**config.mk**
```make
export PLATFORM = sky130hd
export DESIGN_NAME = xirq_unit
export DESIGN_NICKNAME = d
export VERILOG_FILES = /design/src/rtl/xirq_pkg.sv /design/src/rtl/xirq_decode.sv /design/src/rtl/xirq_matrix.sv /design/src/rtl/xirq_readback.sv /design/src/rtl/xirq_fanin.sv /design/src/rtl/xirq_unit.sv
export SDC_FILE = /design/constraint.sdc
export NUM_CORES = 1
export LEC_CHECK = 0
export ABC_AREA = 1
export BUFFER_PORTS_ARGS = -buffer_cell sky130_fd_sc_hd__buf_2
export CORE_UTILIZATION = 45
export CTS_BUF_LIST = sky130_fd_sc_hd__clkbuf_16
export CTS_CLUSTER_DIAMETER = 60
export DETAILED_ROUTE_END_ITERATION = 12
export PLACE_DENSITY = 0.72
export SYNTH_ARGS = -nofsm -noshare
export SYNTH_HDL_FRONTEND = slang
export SYNTH_SLANG_ARGS = --single-unit
```
**constraint.sdc**
```tcl
create_clock -name clk -period 1.6 [get_ports clk]
set_input_delay 0.32 -clock clk [delete_from_list [all_inputs] [get_ports clk]]
set_output_delay 0.32 -clock clk [all_outputs]
set_load 0.005 [all_outputs]
```
**src/rtl/xirq_pkg.sv**
```systemverilog
package xirq_pkg;
  localparam int OP_W = 2;

  typedef enum logic [OP_W-1:0] {
    OP_RAISE = 2'd0,
    OP_PEEK  = 2'd1,
    OP_WHO   = 2'd2,
    OP_CLEAR = 2'd3
  } xirq_op_e;
endpackage

```
**src/rtl/xirq_decode.sv**
```systemverilog
module xirq_decode #(
  parameter int NUM_CORES = 4,
  parameter int IDX_W     = 2
) (
  input  logic                                cmd_valid,
  input  logic [1:0]                          cmd_op,
  input  logic [IDX_W-1:0]                    cmd_param,
  input  logic [IDX_W-1:0]                    cmd_core,
  output logic [NUM_CORES-1:0][NUM_CORES-1:0] set_mx,
  output logic [NUM_CORES-1:0][NUM_CORES-1:0] clr_mx,
  output logic                                rd_peek,
  output logic                                rd_who,
  output logic                                self_hit
);
  import xirq_pkg::*;

  function automatic logic idx_ok(input logic [IDX_W-1:0] idx);
    return int'(idx) < NUM_CORES;
  endfunction

  logic raise_cmd, clear_cmd, raise_ok, clear_ok;

  always_comb begin
    raise_cmd = cmd_valid && (xirq_op_e'(cmd_op) == OP_RAISE);
    clear_cmd = cmd_valid && (xirq_op_e'(cmd_op) == OP_CLEAR);
    self_hit  = raise_cmd && (cmd_param == cmd_core);
    raise_ok  = raise_cmd && !self_hit && idx_ok(cmd_param) && idx_ok(cmd_core);
    clear_ok  = clear_cmd && idx_ok(cmd_param) && idx_ok(cmd_core);
    rd_peek   = cmd_valid && (xirq_op_e'(cmd_op) == OP_PEEK) &&
                idx_ok(cmd_param) && idx_ok(cmd_core);
    rd_who    = cmd_valid && (xirq_op_e'(cmd_op) == OP_WHO) && idx_ok(cmd_core);
  end

  // set_mx[s][t]: the issuer s raises target t.
  // clr_mx[s][t]: target t (the issuer) acknowledges sender s.
  for (genvar s = 0; s < NUM_CORES; s++) begin : g_snd
    for (genvar t = 0; t < NUM_CORES; t++) begin : g_tgt
      assign set_mx[s][t] = raise_ok && (int'(cmd_core) == s) && (int'(cmd_param) == t);
      assign clr_mx[s][t] = clear_ok && (int'(cmd_param) == s) && (int'(cmd_core) == t);
    end
  end
endmodule

```
**src/rtl/xirq_matrix.sv**
```systemverilog
module xirq_matrix #(
  parameter int NUM_CORES = 4
) (
  input  logic                                clk,
  input  logic                                rst_n,
  input  logic [NUM_CORES-1:0][NUM_CORES-1:0] set_mx,
  input  logic [NUM_CORES-1:0][NUM_CORES-1:0] clr_mx,
  output logic [NUM_CORES-1:0][NUM_CORES-1:0] pend
);
  // One flag per ordered pair [sender][target]. Only one command is
  // applied per cycle, so a cell never sees set and clear together.
  for (genvar s = 0; s < NUM_CORES; s++) begin : g_snd
    for (genvar t = 0; t < NUM_CORES; t++) begin : g_tgt
      always_ff @(posedge clk) begin
        if (!rst_n)            pend[s][t] <= 1'b0;
        else if (clr_mx[s][t]) pend[s][t] <= 1'b0;
        else if (set_mx[s][t]) pend[s][t] <= 1'b1;
      end
    end
  end
endmodule

```
**src/rtl/xirq_readback.sv**
```systemverilog
module xirq_readback #(
  parameter int NUM_CORES = 4,
  parameter int RB_W      = 32,
  parameter int IDX_W     = 2
) (
  input  logic                                clk,
  input  logic                                rst_n,
  input  logic                                rd_peek,
  input  logic                                rd_who,
  input  logic [IDX_W-1:0]                    cmd_param,
  input  logic [IDX_W-1:0]                    cmd_core,
  input  logic [NUM_CORES-1:0][NUM_CORES-1:0] pend,
  output logic [RB_W-1:0]                     readback
);
  // Flag from the issuer toward the named target, zero-extended.
  function automatic logic [RB_W-1:0] peek_word(
    input logic [NUM_CORES-1:0][NUM_CORES-1:0] p,
    input logic [IDX_W-1:0] issuer,
    input logic [IDX_W-1:0] target);
    logic [RB_W-1:0] w;
    w    = '0;
    w[0] = p[issuer][target];
    return w;
  endfunction

  // Bit s is set when sender s has a flag toward the issuer.
  function automatic logic [RB_W-1:0] who_word(
    input logic [NUM_CORES-1:0][NUM_CORES-1:0] p,
    input logic [IDX_W-1:0] issuer);
    logic [RB_W-1:0] w;
    w = '0;
    for (int s = 0; s < NUM_CORES; s++) begin
      if (s < RB_W) w[s] = p[s][issuer];
    end
    return w;
  endfunction

  always_ff @(posedge clk) begin
    if (!rst_n)       readback <= '0;
    else if (rd_peek) readback <= peek_word(pend, cmd_core, cmd_param);
    else if (rd_who)  readback <= who_word(pend, cmd_core);
  end
endmodule

```
**src/rtl/xirq_fanin.sv**
```systemverilog
module xirq_fanin #(
  parameter int NUM_CORES = 4
) (
  input  logic [NUM_CORES-1:0][NUM_CORES-1:0] pend,
  output logic [NUM_CORES-1:0]                irq_out
);
  function automatic logic any_toward(
    input logic [NUM_CORES-1:0][NUM_CORES-1:0] p,
    input int t);
    logic r;
    r = 1'b0;
    for (int s = 0; s < NUM_CORES; s++) r = r | p[s][t];
    return r;
  endfunction

  for (genvar t = 0; t < NUM_CORES; t++) begin : g_line
    assign irq_out[t] = any_toward(pend, t);
  end
endmodule

```
**src/rtl/xirq_unit.sv**
```systemverilog
module xirq_unit #(
  parameter int NUM_CORES = 4,
  parameter int RB_W      = 32,
  localparam int IDX_W    = (NUM_CORES > 1) ? $clog2(NUM_CORES) : 1
) (
  input  logic                 clk,
  input  logic                 rst_n,
  input  logic                 cmd_valid,
  input  logic [1:0]           cmd_op,
  input  logic [IDX_W-1:0]     cmd_param,
  input  logic [IDX_W-1:0]     cmd_core,
  output logic [RB_W-1:0]      readback,
  output logic [NUM_CORES-1:0] irq_out
);
  logic [NUM_CORES-1:0][NUM_CORES-1:0] set_mx;
  logic [NUM_CORES-1:0][NUM_CORES-1:0] clr_mx;
  logic [NUM_CORES-1:0][NUM_CORES-1:0] pend_q;
  logic rd_peek, rd_who, self_hit;

  xirq_decode #(.NUM_CORES(NUM_CORES), .IDX_W(IDX_W)) u_decode (
    .cmd_valid (cmd_valid),
    .cmd_op    (cmd_op),
    .cmd_param (cmd_param),
    .cmd_core  (cmd_core),
    .set_mx    (set_mx),
    .clr_mx    (clr_mx),
    .rd_peek   (rd_peek),
    .rd_who    (rd_who),
    .self_hit  (self_hit)
  );

  xirq_matrix #(.NUM_CORES(NUM_CORES)) u_matrix (
    .clk    (clk),
    .rst_n  (rst_n),
    .set_mx (set_mx),
    .clr_mx (clr_mx),
    .pend   (pend_q)
  );

  xirq_readback #(.NUM_CORES(NUM_CORES), .RB_W(RB_W), .IDX_W(IDX_W)) u_readback (
    .clk       (clk),
    .rst_n     (rst_n),
    .rd_peek   (rd_peek),
    .rd_who    (rd_who),
    .cmd_param (cmd_param),
    .cmd_core  (cmd_core),
    .pend      (pend_q),
    .readback  (readback)
  );

  xirq_fanin #(.NUM_CORES(NUM_CORES)) u_fanin (
    .pend    (pend_q),
    .irq_out (irq_out)
  );
endmodule

```
# Word level (Yosys, flattened, before mapping)
# Index checks and enable logic that the tools add are counted.
# W data, S select, Z words.
# word_totals
mem_bits_rw,0
rom_bits,0
in_bits,9
latchBits,0
ff_bits,20
out_inout_bits,36
memories,0
word_cells,125
# classes
shift,0
eq_ne,10
n_mul,0
n_lt_le_gt_ge,2
mux,14
n_div,0
bitwise_logic,13
reduce_logical,68
add_sub_neg,0
# op_table
cell,count
$logic_and A1 B1 Y1,46
$reduce_or A2 Y1,17
$eq A2 B2 Y1 const B,6
$or A1 B1 Y1,12
$bmux W1 S2,5
$bmux W4 S2,1
$mux W1,7
$eq A2 B1 Y1 const B,3
$logic_not A2 Y1,3
$lt A2 B3 Y1 const B,2
$mux W4,1
$eq A2 B2 Y1,1
$reduce_bool A2 Y1,1
$logic_not A1 Y1,1
$not A1 Y1,1

# Logic depth before layout (Yosys ltp)
# logic_depth
word_depth,7
mapped_depth,10
depth_no_buf,9

# By module
# From an unflattened synthesis, not the netlist that was laid out.
# unflattened
cells_unflattened,274
area_unflattened_um2,1614.0
# modules_own_cells
module,area_each_um2,n_inst,seq_area_each_um2,cells_each
xirq_readback,638.1,1,80.1,105
xirq_matrix,604.3,1,320.3,82
xirq_decode,326.6,1,0.0,75
xirq_fanin,45.0,1,0.0,12

# Worst setup path after synthesis
# No wires, ideal clock.
# synth_path
path_kind,input port to flip-flop
startpoint,input port cmd_core[0]
endpoint,register u_readback.readback[0]
t_arrival_ps,986
t_required_ps,1488
setup_ps,112
path_stages,10
slack_ps,502
path_cell_list,buf_6 -> inv_2 -> nand2_2 -> nor2_1 -> nor2_1 -> nand2_1 -> nand2_1 -> nand2_1 -> nor2_1 -> nor2_1
# synth_via
elab_chain_cells,5
# synth_lines
element,line_no,text
start: declaration,xirq_unit.sv:11,"input logic [IDX_W-1:0] cmd_core,"
$bmux W4 S2,xirq_readback.sv:22,w[0] = p[issuer][target];
$mux W4 (implied by the code),xirq_readback.sv:22,
$bmux W1 S2,xirq_readback.sv:22,
$mux W1 (implied by the code),xirq_readback.sv:22,
$mux W1 (*),xirq_readback.sv:40,"else if (rd_peek) readback <= peek_word(pend, cmd_core, cmd_param);"
end signal: assignment,xirq_readback.sv:40,
end signal: assignment,xirq_readback.sv:41,"else if (rd_who) readback <= who_word(pend, cmd_core);"
end: declaration,xirq_readback.sv:13,output logic [RB_W-1:0] readback
# Mark *: on every way between the ends. The rest lies on a longest branch, timed or not. The select of a mux whose other input is x is not followed.
# A chain may end at the register's enable or synchronous reset.

# Final worst setup path
# layout_path
startpoint,register u_matrix.pend[9] (netlist name)
endpoint,output port irq_out[1]
# layout_via
elab_chain_cells,2
# layout_lines
element,line_no,text
$or A1 B1 Y1 (2 in series),xirq_fanin.sv:12,for (int s = 0; s < NUM_CORES; s++) r = r | p[s][t];
end: declaration,xirq_unit.sv:13,output logic [NUM_CORES-1:0] irq_out
# Every way passes these cells.

==> impl_results.md <==
* CTS tree: yes
* Crit start category: flop
* Diode count at 0
* Worst-path maximum fanout at 4
* Leakage at 0.718 nW
* Initial antenna violation count at 0
* Clock Tree Root: clkbuf_16
* Status: finished with violations
* Fmax at 814 MHz
* Final Hold Fails at 0
* Clock Skews at 0.00176 ns
* DRT Wirelength at 3170 um
* Crit path DAT at 0.91 ns
* Minimum clock period at 1.23 ns
* Seq/Total Area, Yosys at 28.9%
* Post-CTS sizing at 0
* Vias in the first global route at 1110
* Initial detailed-routing violation count at 61
* Crit end category: output port
* Mapped Avg Cell Area at 6.30 um^2
* TNS Setup at 0 ns
* Clock Latency Late Sink at 0.25 ns
* Worst Reg-to-Reg Cells at 8
* Number of iterations in the first detailed-routing pass at 9
* Die H at 57.5 um
* Fraction of layout cells with a size suffix above 1 at 13.0%
* Crit Path Class: reg -> out
* Sequential power share at 43.5%
* Flops & latches, synth at 20
* Tcrit/Tclk final at 76.8%
* Seq. cell area at 400 um^2
* Vias per cell at 5.06
* Number of synthesized flops with an enable pin at 0
* Synth Warn # at 0
* H-tree levels at 1
* Max IR drop VDD at 0.426 mV
* Critical path's top delay family: flip-flops
* Fillers at 297
* Clock sink count at 20
* Sw frac at 24.6%
* I/O Pins at 45
* Worst-path cell chain: inv_1 > nand4_1 > buf_2
* Nets at 249
* CTS Buf Count at 3
* CTS Buffer Depth at 2
* Core ar. at 2830 um^2
* Netlist cell types at 22
* Wire per inst at 11.7 um
* Die area at 3300 um^2
* PwrDens at 793 nW/um^2
* First-pass GRT wire length at 5090 um
* Placer Congestion at 0.992
* Max cap viols at 0
* RSZ-0062 raised after global routing: false
* Post-DRT Antenna Nets at 0
* CP required at 1.28 ns
* Failing checks: design-rule violations
* Multi-input gate area at 737 um^2
* Hold path cells at 3
* Slowest stage cell, crit path: dfxtp_1
* CP peak stage delay at 0.29 ns
* Crit. path cell count at 3
* Setup Fix Bufs, Post-CTS at 0
* P&R area growth vs syn at 6.41%
* Grt ovf at 0
* Worst-path clk slew at 0.06 ns
* Clock share of power at 44.4%
* Switching power at 287 uW
* DRC at 3
* Synth Flop Type: dfxtp_1
* Combinational fraction of design power at 12.1%
* Die Span X at 57.5 um
* Ys async rst share at 0%
* GRT Total Usage at 20.1%
* Final setup fails at 0
* Worst Hold Class: in -> reg
* Synthesized instance count at 220
* FP Rows at 19
* PortBufs at 16
* DP Wirelength at 2520 um
* Fin. max-slew vios at 0
* Largest net degree at the start of global routing at 15
* Vias at 1367
* Buf/Inv on CP at 2
* Internal at 882 uW
* Hold_buf cts at 0
* Starting density of the core at 49.0%
* Synthesized area at 1390 um^2
* Final Core Density at 52.1%
per-layer routing:
| layer | up-vias | global-route usage [%] | routed length [um] | part of all wire [%] |
|---|---|---|---|---|
| met4 | 0 | 8.71 | 87 | 2.7 |
| met5 | - | 0 | 0 | 0 |
| met3 | 11 | 4.54 | 302 | 9.5 |
| met2 | 85 | 29.6 | 1340 | 42 |
| met1 | 593 | 28.1 | 1440 | 45 |
| li1 | 678 | - | - | - |
registers in the layout (all words and copies together), names as in the netlist:
| signal | flops |
|---|---|
| u_matrix.pend | 16 |
| u_readback.readback | 4 |
cell families after synthesis:
group,synth area share (%)
other,0.271
AO/OA/AOI/OAI,16.7
XOR/XNOR,1.26
AND/OR/NAND/NOR,27.6
flip-flops,28.9
buffers and inverters,25.2
per-stage QoR:
step                      total power [mW]  cell area, um^2  hold WS [ns]  std cells  worst slack, ns
final                                 1.17             1470         0.427        270            0.372
after floorplan                      0.665             1490         0.449        247            0.502
after global routing                  1.22             1470         0.452        270            0.282
after CTS                             1.17             1470         0.425        270            0.369
after detailed placement             0.657             1400         0.471        266            0.189
after global placement               0.658             1400         0.462        266            0.203
power groups by stage:
stage / sequential [mW] / clock, mW / combinational (mW)
after CTS: 0.509 / 0.525 / 0.138
after global placement: 0.520 / 0 / 0.139
after floorplan: 0.520 / 0 / 0.145
final: 0.509 / 0.519 / 0.141
after detailed placement: 0.520 / 0 / 0.137
after global routing: 0.509 / 0.550 / 0.160
worst paths after layout:
kind / from / endpoint / slack, ns
min: rst_n / u_matrix.pend[3] / 0.43
min reg2reg: u_matrix.pend[7] / u_matrix.pend[7] / 0.48
max: u_matrix.pend[9] / irq_out[1] / 0.37
max reg2reg: u_matrix.pend[1] / u_readback.readback[0] / 0.60
worst min-delay path, cell delays in order:
cell     delay, ns
buf_2         0.18
o21ai_0       0.09
a21oi_1       0.04
area by class of cell:
cell class                      count  share of cell area [%]
Clock buffer                        3                    5.09
Timing Repair Buffer               21                    7.98
Inverter                           27                    6.88
Tap cell                           31                    2.63
Clock inverter                      1                   0.255
Multi-Input combinational cell    167                    50.0
Sequential cell                    20                    27.2
cell usage after synthesis, types with 3 or more instances:
| master | number | area [um^2] |
|---|---|---|
| a21oi_1 | 13 | 65.1 |
| buf_4 | 29 | 218 |
| dfxtp_1 | 20 | 400 |
| inv_1 | 25 | 93.8 |
| nand2_1 | 56 | 210 |
| nand2_2 | 3 | 18.8 |
| nand3_1 | 9 | 45.0 |
| nor2_1 | 20 | 75.1 |
| nor3_1 | 3 | 15.0 |
| o211ai_1 | 4 | 30.0 |
| o21ai_0 | 19 | 95.1 |
| o22ai_1 | 3 | 18.8 |
cells in the final DEF, fill, tap and decap left out:
| master | instances |
|---|---|
| nand2_1 | 56 |
| conb_1 | 28 |
| inv_1 | 25 |
| nor2_1 | 20 |
| dfxtp_1 | 20 |
| o21ai_0 | 19 |
| buf_2 | 16 |
| a21oi_1 | 13 |
| nand3_1 | 9 |
| buf_4 | 5 |
| o211ai_1 | 4 |
| nor3_1 | 3 |
| nand2_2 | 3 |
| o22ai_1 | 3 |
| clkbuf_16 | 3 |
| inv_2 | 2 |
| xnor2_1 | 2 |
| a31oi_1 | 2 |
| o21ai_1 | 2 |
| nand4_1 | 1 |
| nor2_2 | 1 |
| or2_2 | 1 |
| clkinv_1 | 1 |
(Power assumes the default switching activity.)
